--- src/rtl/job_ring_ctrl.sv ---
module job_ring_ctrl #(
  parameter int MAX_DEPTH   = 16,
  parameter int ENTRY_BYTES = 16
) (
  input  logic        clk,
  input  logic        rst_n,
  input  logic        reg_wr,
  input  logic [3:0]  reg_addr,
  input  logic [31:0] reg_wdata,
  output logic [31:0] reg_rdata,
  output logic        job_valid,
  input  logic        job_ready,
  output logic [31:0] job_ptr_hi,
  output logic [31:0] job_ptr_lo,
  input  logic        done_valid,
  input  logic [31:0] done_hi,
  input  logic [31:0] done_lo,
  output logic        ob_we,
  output logic [31:0] ob_ptr_hi,
  output logic [31:0] ob_ptr_lo,
  output logic [31:0] ob_data_hi,
  output logic [31:0] ob_data_lo,
  output logic        irq
);
  localparam int LG = $clog2(MAX_DEPTH);
  localparam int CW = LG + 1;
  localparam int SW = $clog2(LG + 1);
  localparam logic [SW-1:0] SZ_MAX = SW'(LG);

  logic          enable;
  logic [31:0]   in_base_hi, in_base_lo, out_base_hi, out_base_lo;
  logic [SW-1:0] in_sz, out_sz;
  logic [CW-1:0] in_queued, out_full, inflight, coal_thr, coal_cnt;
  logic [LG-1:0] in_idx, out_idx;
  logic [1:0]    stat;

  logic [CW-1:0] in_cap, out_cap, in_avail, add_n, rm_n;
  logic [LG-1:0] in_mask, out_mask;
  logic          wr_add, wr_rm, add_big, rm_big, add_ok, rm_ok;
  logic          handoff, done_ok, done_bad, thr_hit, clr_done;
  logic [SW-1:0] sz_w;
  logic [63:0]   job_ptr, ob_ptr;

  assign in_cap   = CW'(1) << in_sz;
  assign out_cap  = CW'(1) << out_sz;
  assign in_mask  = LG'(in_cap - CW'(1));
  assign out_mask = LG'(out_cap - CW'(1));
  assign in_avail = in_cap - in_queued;

  assign add_n   = reg_wdata[CW-1:0];
  assign rm_n    = reg_wdata[CW-1:0];
  assign wr_add  = reg_wr && reg_addr == 4'd8;
  assign wr_rm   = reg_wr && reg_addr == 4'd10;
  assign add_big = (|reg_wdata[31:CW]) || add_n > in_avail;
  assign rm_big  = (|reg_wdata[31:CW]) || rm_n > out_full;
  assign add_ok  = wr_add && !add_big;
  assign rm_ok   = wr_rm && !rm_big;
  assign sz_w    = (reg_wdata > 32'(LG)) ? SZ_MAX : reg_wdata[SW-1:0];

  assign job_valid = enable && in_queued != '0 &&
                     ({1'b0, out_full} + {1'b0, inflight} < {1'b0, out_cap});
  assign handoff   = job_valid && job_ready;
  assign done_ok   = done_valid && inflight != '0;
  assign done_bad  = done_valid && inflight == '0;
  assign thr_hit   = done_ok && (coal_thr == '0 ||
                     {1'b0, coal_cnt} + (CW+1)'(1) >= {1'b0, coal_thr});
  assign clr_done  = reg_wr && reg_addr == 4'd11 && reg_wdata[0];

  assign job_ptr    = {in_base_hi, in_base_lo} + 64'(in_idx) * 64'(ENTRY_BYTES);
  assign ob_ptr     = {out_base_hi, out_base_lo} + 64'(out_idx) * 64'(ENTRY_BYTES);
  assign job_ptr_hi = job_ptr[63:32];
  assign job_ptr_lo = job_ptr[31:0];
  assign ob_we      = done_ok;
  assign ob_ptr_hi  = ob_ptr[63:32];
  assign ob_ptr_lo  = ob_ptr[31:0];
  assign ob_data_hi = done_hi;
  assign ob_data_lo = done_lo;
  assign irq        = |stat;

  always_ff @(posedge clk or negedge rst_n) begin
    if (!rst_n) begin
      enable      <= 1'b0;
      in_base_hi  <= '0;
      in_base_lo  <= '0;
      out_base_hi <= '0;
      out_base_lo <= '0;
      in_sz       <= SZ_MAX;
      out_sz      <= SZ_MAX;
      coal_thr    <= '0;
    end else if (reg_wr) begin
      case (reg_addr)
        4'd0:  enable      <= reg_wdata[0];
        4'd1:  in_base_hi  <= reg_wdata;
        4'd2:  in_base_lo  <= reg_wdata;
        4'd3:  out_base_hi <= reg_wdata;
        4'd4:  out_base_lo <= reg_wdata;
        4'd5:  if (!enable && in_queued == '0) in_sz <= sz_w;
        4'd6:  if (!enable && out_full == '0 && inflight == '0) out_sz <= sz_w;
        4'd12: coal_thr    <= reg_wdata[CW-1:0];
        default: ;
      endcase
    end
  end

  always_ff @(posedge clk or negedge rst_n) begin
    if (!rst_n) begin
      in_queued <= '0;
      out_full  <= '0;
      inflight  <= '0;
      in_idx    <= '0;
      out_idx   <= '0;
    end else begin
      in_queued <= in_queued + (add_ok ? add_n : '0) - CW'(handoff);
      inflight  <= inflight + CW'(handoff) - CW'(done_ok);
      out_full  <= out_full + CW'(done_ok) - (rm_ok ? rm_n : '0);
      if (handoff) in_idx  <= (in_idx + LG'(1)) & in_mask;
      if (done_ok) out_idx <= (out_idx + LG'(1)) & out_mask;
    end
  end

  always_ff @(posedge clk or negedge rst_n) begin
    if (!rst_n) begin
      stat     <= '0;
      coal_cnt <= '0;
    end else begin
      stat[0] <= thr_hit || (stat[0] && !clr_done);
      stat[1] <= (wr_add && add_big) || (wr_rm && rm_big) || done_bad ||
                 (stat[1] && !(reg_wr && reg_addr == 4'd11 && reg_wdata[1]));
      if (thr_hit)      coal_cnt <= '0;
      else if (done_ok) coal_cnt <= clr_done ? CW'(1) : coal_cnt + CW'(1);
      else if (clr_done) coal_cnt <= '0;
    end
  end

  always_comb begin
    case (reg_addr)
      4'd0:    reg_rdata = {31'd0, enable};
      4'd1:    reg_rdata = in_base_hi;
      4'd2:    reg_rdata = in_base_lo;
      4'd3:    reg_rdata = out_base_hi;
      4'd4:    reg_rdata = out_base_lo;
      4'd5:    reg_rdata = 32'(in_sz);
      4'd6:    reg_rdata = 32'(out_sz);
      4'd7:    reg_rdata = 32'(in_avail);
      4'd9:    reg_rdata = 32'(out_full);
      4'd11:   reg_rdata = {30'd0, stat};
      4'd12:   reg_rdata = 32'(coal_thr);
      default: reg_rdata = '0;
    endcase
  end

  p_in_bound_r2: assert property (@(posedge clk) disable iff (!rst_n)
    in_queued <= in_cap);
  p_out_room_r7: assert property (@(posedge clk) disable iff (!rst_n)
    {1'b0, out_full} + {1'b0, inflight} <= {1'b0, out_cap});
  p_bad_add_r8: assert property (@(posedge clk) disable iff (!rst_n)
    wr_add && add_big |=> stat[1]);
  p_bad_rm_r8: assert property (@(posedge clk) disable iff (!rst_n)
    wr_rm && rm_big |=> stat[1]);
  p_done_irq_r9: assert property (@(posedge clk) disable iff (!rst_n)
    done_ok && coal_thr == '0 |=> irq);
endmodule

--- config.mk ---
export PLATFORM = sky130hd
export DESIGN_NAME = job_ring_ctrl
export DESIGN_NICKNAME = d
export VERILOG_FILES = /design/src/rtl/job_ring_ctrl.sv
export SDC_FILE = /design/constraint.sdc
export NUM_CORES = 1
export LEC_CHECK = 0
export ABC_AREA = 1
export CAP_MARGIN = 20
export CORE_AREA = 2 2 161 163
export CTS_CLUSTER_SIZE = 12
export DETAILED_ROUTE_END_ITERATION = 8
export DIE_AREA = 0 0 163 165
export GPL_TIMING_DRIVEN = 0
export HOLD_SLACK_MARGIN = 0.12
export PLACE_DENSITY = 0.83
export SLEW_MARGIN = 40
export SYNTH_ARGS = -nofsm -noshare
export SYNTH_HDL_FRONTEND = slang
export SYNTH_SLANG_ARGS = --single-unit
--- constraint.sdc ---
create_clock -name clk -period 7.4 [get_ports clk]
set_clock_uncertainty 0.15 [all_clocks]
set_input_delay 2.22 -clock clk [delete_from_list [all_inputs] [get_ports clk]]
set_output_delay 2.22 -clock clk [all_outputs]
set_load 0.005 [all_outputs]
Word level (Yosys, flattened, before mapping)
Cells that the tools add are included.
{ "totals": {"wordCells": 110, "n_memories": 0, "ff_bits": 170, "latchBits": 0, "ramBits": 0, "rom_bits": 0, "out_inout_bits": 227, "inputBits": 105} }
{ "classes": {"shift": 2, "magnitude_cmp": 5, "n_addsub": 16, "multipliers": 0, "n_reduce_logical": 50, "n_mux": 8, "bitwise": 2, "n_eq_ne": 12, "div_mod_pow": 0} }
{ "op_table": {"columns": ["cell", "n"], "rows": [
  ["one-hot mux 32 bit (11 select lines)", 1],
  ["adder 64 x 8 -> 64 bit", 2],
  ["> comparator 32 x 3 -> 1 bit (second input constant)", 1],
  ["2-to-1 mux 5 bit", 6],
  ["OR reduction 27 bit", 1],
  ["== test 4 bit (second input constant)", 5],
  ["logical AND 1 bit", 20],
  ["logical NOT 5 bit", 4],
  ["== test 4 x 3 -> 1 bit (second input constant)", 4],
  ["AND reduction 2 bit", 6],
  ["adder 5 x 1 -> 5 bit", 2],
  ["> comparator 5 bit", 2],
  ["nonzero test 5 bit", 2],
  ["left shift 1 x 3 -> 5 bit (first input constant)", 2],
  ["subtractor 5 x 1 -> 5 bit", 2],
  ["subtractor 5 bit", 2],
  ["adder 4 x 1 -> 4 bit (second input constant)", 2],
  ["AND 4 bit", 2],
  ["== test 4 x 2 -> 1 bit (second input constant)", 2],
  ["subtractor 4 x 1 -> 4 bit (second input constant)", 2],
  ["logical OR 1 bit", 7],
  ["adder 5 x 1 -> 6 bit (second input constant)", 1],
  ["adder 5 x 5 -> 6 bit", 1],
  [">= comparator 6 x 5 -> 1 bit", 1],
  ["10 further kinds", 15]
]} }

Longest topological paths before layout
Gate-level depths: netlist of the first run.
{ "depth": {"ltp_word": 9, "depth_mapped": 28, "ltp_nobuf": 28} }

Worst setup path after synthesis of the first run
No wires, ideal clock.
{ "synth_timing": {"path_type": "input to output", "startpoint": "input reg_addr[1]", "endpoint": "output reg_rdata[10]", "required_time_ps": 5030, "slack_ps": 1937, "n_path_buf": 2, "stages": 7, "t_arrival_ps": 3093, "path_cell_list": "nor2_1 > nand2_2 > inv_2 > buf_6 > buf_2 > nand2_1 > o2111ai_1"} }
{ "synth_via": {"elab_chain_len": 2, "word_cells_on_any_way": 12, "classes_between": "eq/ne (10); mux (1); reduce/logical (1)"} }
{ "synth_lines": {"columns": ["item", "line_no", "rtl"], "rows": [
  ["start, declared", "8", "input logic [3:0] reg_addr,"],
  ["== test 4 bit (tied with other cells)", "136", "case (reg_addr)"],
  ["one-hot mux 32 bit (11 select lines) (*)", "136", null],
  ["end, declared", "10", "output logic [31:0] reg_rdata,"]
]} }
Every way passes the cells marked *; elsewhere a longest branch is shown, timed or not.

Worst setup path in the final report of the first run
{ "layout_timing": {"startpoint": "input reg_addr[0]", "endpoint": "output reg_rdata[9]"} }
Same word-level chain as after synthesis.

==> flow_metrics.tcl, run 1 <==
set metrics [dict create \
    outcome "completed" \
    whs_ns 0.346 \
    io_buffers 266 \
    drv_cap 0 \
    antenna_found_initial 1 \
    crit_required_ns 5.03 \
    yosys_warnings 0 \
    clk_pin_slew_ns 0.07 \
    post-route-period-util_pct 97.6 \
    critPathCaptureType "output pin" \
    finalCriticalPeriod_ns 7.22 \
    worstMarginPinSlew_ns 0.676 \
    crit_arrival_ns 4.85 \
    fp.dieH_um 165 \
    drive_gt1_share_pct 7.06 \
    min_path_type "reg -> reg" \
    core_um2 25000 \
    dieArea_um2 26900 \
    synth-seq-area-share_pct 31.1 \
    ff2ff_path_depth 21 \
    synth_top_area_share_pct 30.7 \
    path_class "in -> out" \
    ys.flop_type "dfrtp_1" \
    avgSynthCellArea_um2 6.77 \
    grt_use_total_pct 44.0 \
    syn_to_final_growth_pct 27.5 \
    clock-sinks 170 \
    synth_edf_count 0 \
    cts_resized 0 \
    synth_common_cells "nand2_1, inv_1, nor2_1" \
    die_w_um 163 \
    yosys.area.top_type "dfrtp_1" \
    gp_congestion 1.07 \
    drc 0 \
    power.density_nw_per_um2 265 \
    place_ws_ns 0.342 \
    ys_types 45 \
    slew_headroom_pct 54.6 \
    grt_start_max_net_pins 72 \
    syn-num-nets 2197 \
    initial_utilization_pct 54.7 \
    io_pins 332 \
    r2r-start "out_full[0]" \
    vias 16000 \
    crit_fanout 10 \
    nNetsFinal 2484 \
    whs_path_depth 2 \
    use_met3_pct 12.7 \
    htreeDepth 4 \
    synthCells 2024 \
    synth_seq_cells 170 \
    top_usage_layer "met2" \
    drt-initial-drc-count 2562 \
    hold_viol 0 \
    vdd_drop_max_mv 0.256 \
    use_met2_pct 68.2 \
    total_leakage_power_nw 7.78 \
    r2r_end "in_queued[4]" \
    start_kind "primary input" \
    yosysMostFrequentCell "nand2_1" \
    wire_per_inst_um 22.6 \
    worst_slack_ns 0.180 \
    hp-start "out_base_hi[12]" \
    cts_tree "built" \
    slew_violations 0 \
    setup_viol 0 \
    synth_area_leaders "dfrtp_1, nand2_1, o21ai_0, inv_1, nor2_1" \
    clk_latency_ns 0.45 \
    ys_async_sr_fraction_pct 100 \
    post-route-util_pct 69.8 \
    numCtsBuffers 17 \
    synth_area_um2 13700 \
    grt_pass1_vias 15000 \
    cts_setup_buffers 0 \
    r2r_slack_ns 2.64 \
    ant_nets 0 \
    drt-total-wl_um 59900 \
    rsz0062_at_grt "false" \
    met1_usage_pct 57.4 \
    hold_end "out_base_hi[12]" \
    hold_buffers 0 \
    vias_per_cell 6.03 \
    fmax_mhz 139 \
    drtPass1Iterations 7 \
    rows 58 \
    n_antenna_cell 0 \
    grt_pass1_wl_um 87800 \
    root_buffer "clkbuf_16" \
    grt_overflow 0 \
    post-dp-hpwl_um 48600 \
    clockBufferDepth 2 \
]
## layer usage
layer	up-vias	part of all wire, %
met4	2	5.2
li1	7066	-
met1	7398	37
met3	242	13
met5	-	0.020
met2	1286	44
## area by class of cell
class / count / area, um^2
Sequential cell: 170 / 4260
Clock buffer: 18 / 439
Timing Repair Buffer: 268 / 2720
Clock inverter: 14 / 195
Fill cell: 2074 / 7570
Multi-Input combinational cell: 1500 / 7820
Inverter: 246 / 923
Buffer: 108 / 702
Tap cell: 330 / 413
## worst max path at each step
stage / endpoint / from / depth (start not counted) / slack, ns
after global placement: in_base_hi[28] / rst_n / 1 / -2.89
final: reg_rdata[9] / reg_addr[0] / 9 / 0.18
after global routing: reg_rdata[9] / reg_addr[2] / 10 / 0.11
after detailed placement: reg_rdata[9] / reg_addr[0] / 9 / 0.34
after CTS: reg_rdata[9] / reg_addr[0] / 9 / 0.34
after floorplan: reg_rdata[10] / reg_addr[1] / 7 / 1.94
## cells in the final DEF, fill, tap and decap left out, types with 3 or more instances in the layout
| cell type | n |
|---|---|
| a21oi_1 | 32 |
| a221oi_1 | 8 |
| and2_1 | 4 |
| buf_2 | 9 |
| buf_4 | 72 |
| clkbuf_1 | 25 |
| clkbuf_16 | 17 |
| clkdlybuf4s50_1 | 265 |
| clkinv_8 | 7 |
| dfrtp_1 | 168 |
| fa_1 | 7 |
| ha_1 | 61 |
| inv_1 | 238 |
| inv_2 | 7 |
| inv_8 | 5 |
| nand2_1 | 569 |
| nand2_2 | 7 |
| nand3_1 | 101 |
| nand3b_1 | 4 |
| nand4_1 | 44 |
| nor2_1 | 219 |
| nor2_2 | 5 |
| nor3_1 | 71 |
| nor3_2 | 6 |
| nor4_1 | 3 |
| o2111ai_1 | 9 |
| o21ai_0 | 179 |
| o21ai_1 | 14 |
| o21ai_2 | 9 |
| o22ai_1 | 17 |
| xnor2_1 | 23 |
| xor2_1 | 86 |
## state kept, by name (all words and copies together) (netlist names)
name and count:
in_queued 5, out_base_lo 32, in_base_lo 32, in_base_hi 32
in_sz 3, enable 1, in_idx 4, coal_cnt 5
stat 2, coal_thr 5, out_idx 4, out_base_hi 32
out_full 5, out_sz 3, inflight 5
## cells by family (layout without fill, tap and decap cells)
kind of cell	Yosys count	count (layout)	share of synthesized area, %
AND/OR/NAND/NOR	1042	1042	31.9
adder cells (fa/ha/maj)	68	68	6.59
XOR/XNOR	109	109	6.97
flip-flops	170	170	31.1
buffers and inverters	354	654	11.9
AO/OA/AOI/OAI	281	281	11.6
## where the power goes
group          leakage, nW  switching (W)  internal, W  total, W
sequential            2.12       0.000360      0.00115   0.00151
clock                0.307       0.000472     0.000475  0.000947
combinational         5.35        0.00120     0.000962   0.00216
total                 7.78        0.00203      0.00259   0.00462
## metrics by stage
step	cells	setup TNS (ns)	cell area [um^2]	total power [W]
CTS	2654	0	17500	0.00455
global placement	2620	-483.30	16800	0.00349
floorplan	2024	0	13700	0.00260
detailed placement	2622	0	16800	0.00361
finish	2654	0	17500	0.00462
global route	2654	0	17500	0.00489
## worst max-delay path, cell delays in order
cell             delay, ns
clkdlybuf4s50_1       0.49
nor2_1                0.34
nand2_2               0.23
inv_2                 0.12
buf_6                 0.16
buf_2                 0.29
nand2_1               0.10
o2111ai_1             0.29
clkdlybuf4s50_1       0.61
Note: power is estimated with default switching activity, not from simulation.
==> run 2, diff against run 1 <==
--- a/config.mk
+++ b/config.mk
@@ -14,6 +14,8 @@
 export GPL_TIMING_DRIVEN = 0
 export HOLD_SLACK_MARGIN = 0.12
 export PLACE_DENSITY = 0.83
+export RECOVER_POWER = 25
+export SKIP_CTS_REPAIR_TIMING = 1
 export SLEW_MARGIN = 40
 export SYNTH_ARGS = -nofsm -noshare
 export SYNTH_HDL_FRONTEND = slang
==> flow_metrics.tcl, run 2 (synthesis gave the netlist of run 1 again) <==
set metrics [dict create \
    vias 16000 \
    grt_pass1_vias 15000 \
    rsz0062_at_grt "false" \
    fp.dieH_um 165 \
    hold_end "out_base_hi[12]" \
    drive_gt1_share_pct 6.97 \
    hp-start "out_base_hi[12]" \
    path_class "in -> out" \
    nNetsFinal 2484 \
    post-dp-hpwl_um 48600 \
    grt_use_total_pct 44.0 \
    outcome "finished with violations" \
    wire_per_inst_um 22.6 \
    crit_required_ns 5.03 \
    initial_utilization_pct 54.7 \
    slew_violations 175 \
    grt_start_max_net_pins 72 \
    worstMarginPinSlew_ns 2.63 \
    final_cell_mix "nand2_1, clkdlybuf4s50_1, inv_1, nor2_1, o21ai_0" \
    ff2ff_path_depth 21 \
    clockBufferDepth 2 \
    crit_arrival_ns 4.85 \
    n_antenna_cell 0 \
    dieArea_um2 26900 \
    fmax_mhz 139 \
    violations "capacitance limit, slew limit" \
    grt_overflow 0 \
    hold_viol 0 \
    stdcell_area_um2 17400 \
    io_pins 332 \
    numCtsBuffers 17 \
    antenna_found_initial 1 \
    clock-sinks 170 \
    placed_area_um2 16800 \
    drv_cap 3 \
    gp_congestion 1.07 \
    io_buffers 266 \
    power_w 0.00463 \
    final.fill_count 2082 \
    r2r_end "in_queued[4]" \
    clk_pin_slew_ns 0.08 \
    grt_pass1_wl_um 87800 \
    drc 0 \
    drt-total-wl_um 59900 \
    vdd_drop_max_mv 0.256 \
    multi_input_area_um2 7820 \
    vias_per_cell 6.03 \
    core_um2 25000 \
    rows 58 \
    power.density_nw_per_um2 266 \
    drt-initial-drc-count 2440 \
    die_w_um 163 \
    drtPass1Iterations 7 \
    min_path_type "reg -> reg" \
    crit_fanout 10 \
    whs_path_depth 2 \
    r2r-start "out_full[0]" \
    total_leakage_power_nw 7.76 \
    syn_to_final_growth_pct 27.1 \
    root_buffer "clkbuf_16" \
    post-route-util_pct 69.6 \
    post-route-period-util_pct 97.5 \
    ant_nets 0 \
    slew_headroom_pct -75.3 \
    critPathCaptureType "output pin" \
    cts_tree "built" \
    clk_latency_ns 0.45 \
    final_common_cell "nand2_1" \
    setup_viol 0 \
    start_kind "primary input" \
    finalCriticalPeriod_ns 7.22 \
    r2r_slack_ns 2.62 \
    htreeDepth 4 \
    seqCellArea_um2 4260 \
]
==> run 2: cell types whose count changed in the layout (fill, tap and decap cells not counted), sizes merged <==
cell and change:
buf -3, clkbuf +2, clkdlybuf4s25 +1
==> run 2: cell type report <==
| cell class | count | share of cell area, % |
|---|---|---|
| clock buffer | 18 | 2.52 |
| sequential | 170 | 24.4 |
| buffer | 108 | 4.03 |
| inverter | 246 | 5.30 |
| clock inverter | 14 | 1.12 |
| tap | 330 | 2.37 |
| timing repair buffer | 268 | 15.3 |
| multi-input combinational | 1500 | 44.9 |
==> run 2: how the worst max path moves through the flow <==
stage	end	startpoint
6_report	reg_rdata[9]	reg_addr[0]
5_1_grt	reg_rdata[9]	reg_addr[2]
4_1_cts	reg_rdata[9]	reg_addr[0]
3_5_place_dp	reg_rdata[9]	reg_addr[0]
3_3_place_gp	in_base_hi[28]	rst_n
2_1_floorplan	reg_rdata[10]	reg_addr[1]
==> run 2: per-layer routing <==
layer	part of all wire, %	vias to the layer above	track usage, %
met5	0.020	-	0
met4	5.5	2	19.2
met3	14	262	12.7
met2	44	1315	68.2
met1	37	7377	57.4
li1	-	7059	-
==> run 2: power by group <==
part	total [W]	switching [W]	internal (W)	leakage, nW
registers	0.00152	0.000361	0.00115	2.12
logic	0.00216	0.00120	0.000959	5.32
clock network	0.000948	0.000472	0.000475	0.307
==> run 2: critical path: stages <==
cell and delay, ns:
clkdlybuf4s50_1 0.49, nor2_1 0.35, nand2_2 0.23, inv_2 0.12
buf_6 0.16, buf_2 0.27, nand2_1 0.09, o2111ai_1 0.29
clkdlybuf4s50_1 0.61
==> run 2: stage by stage <==
| stage | setup slack (ns) | hold slack, ns | setup TNS (ns) | cells |
|---|---|---|---|---|
| CTS | 0.336 | 0.344 | 0 | 2654 |
| global placement | -2.89 | 0.317 | -483.30 | 2620 |
| global route | 0.110 | 0.388 | 0 | 2654 |
| detailed placement | 0.342 | 0.326 | 0 | 2622 |
| finish | 0.181 | 0.343 | 0 | 2654 |
| floorplan | 1.94 | 0.303 | 0 | 2024 |
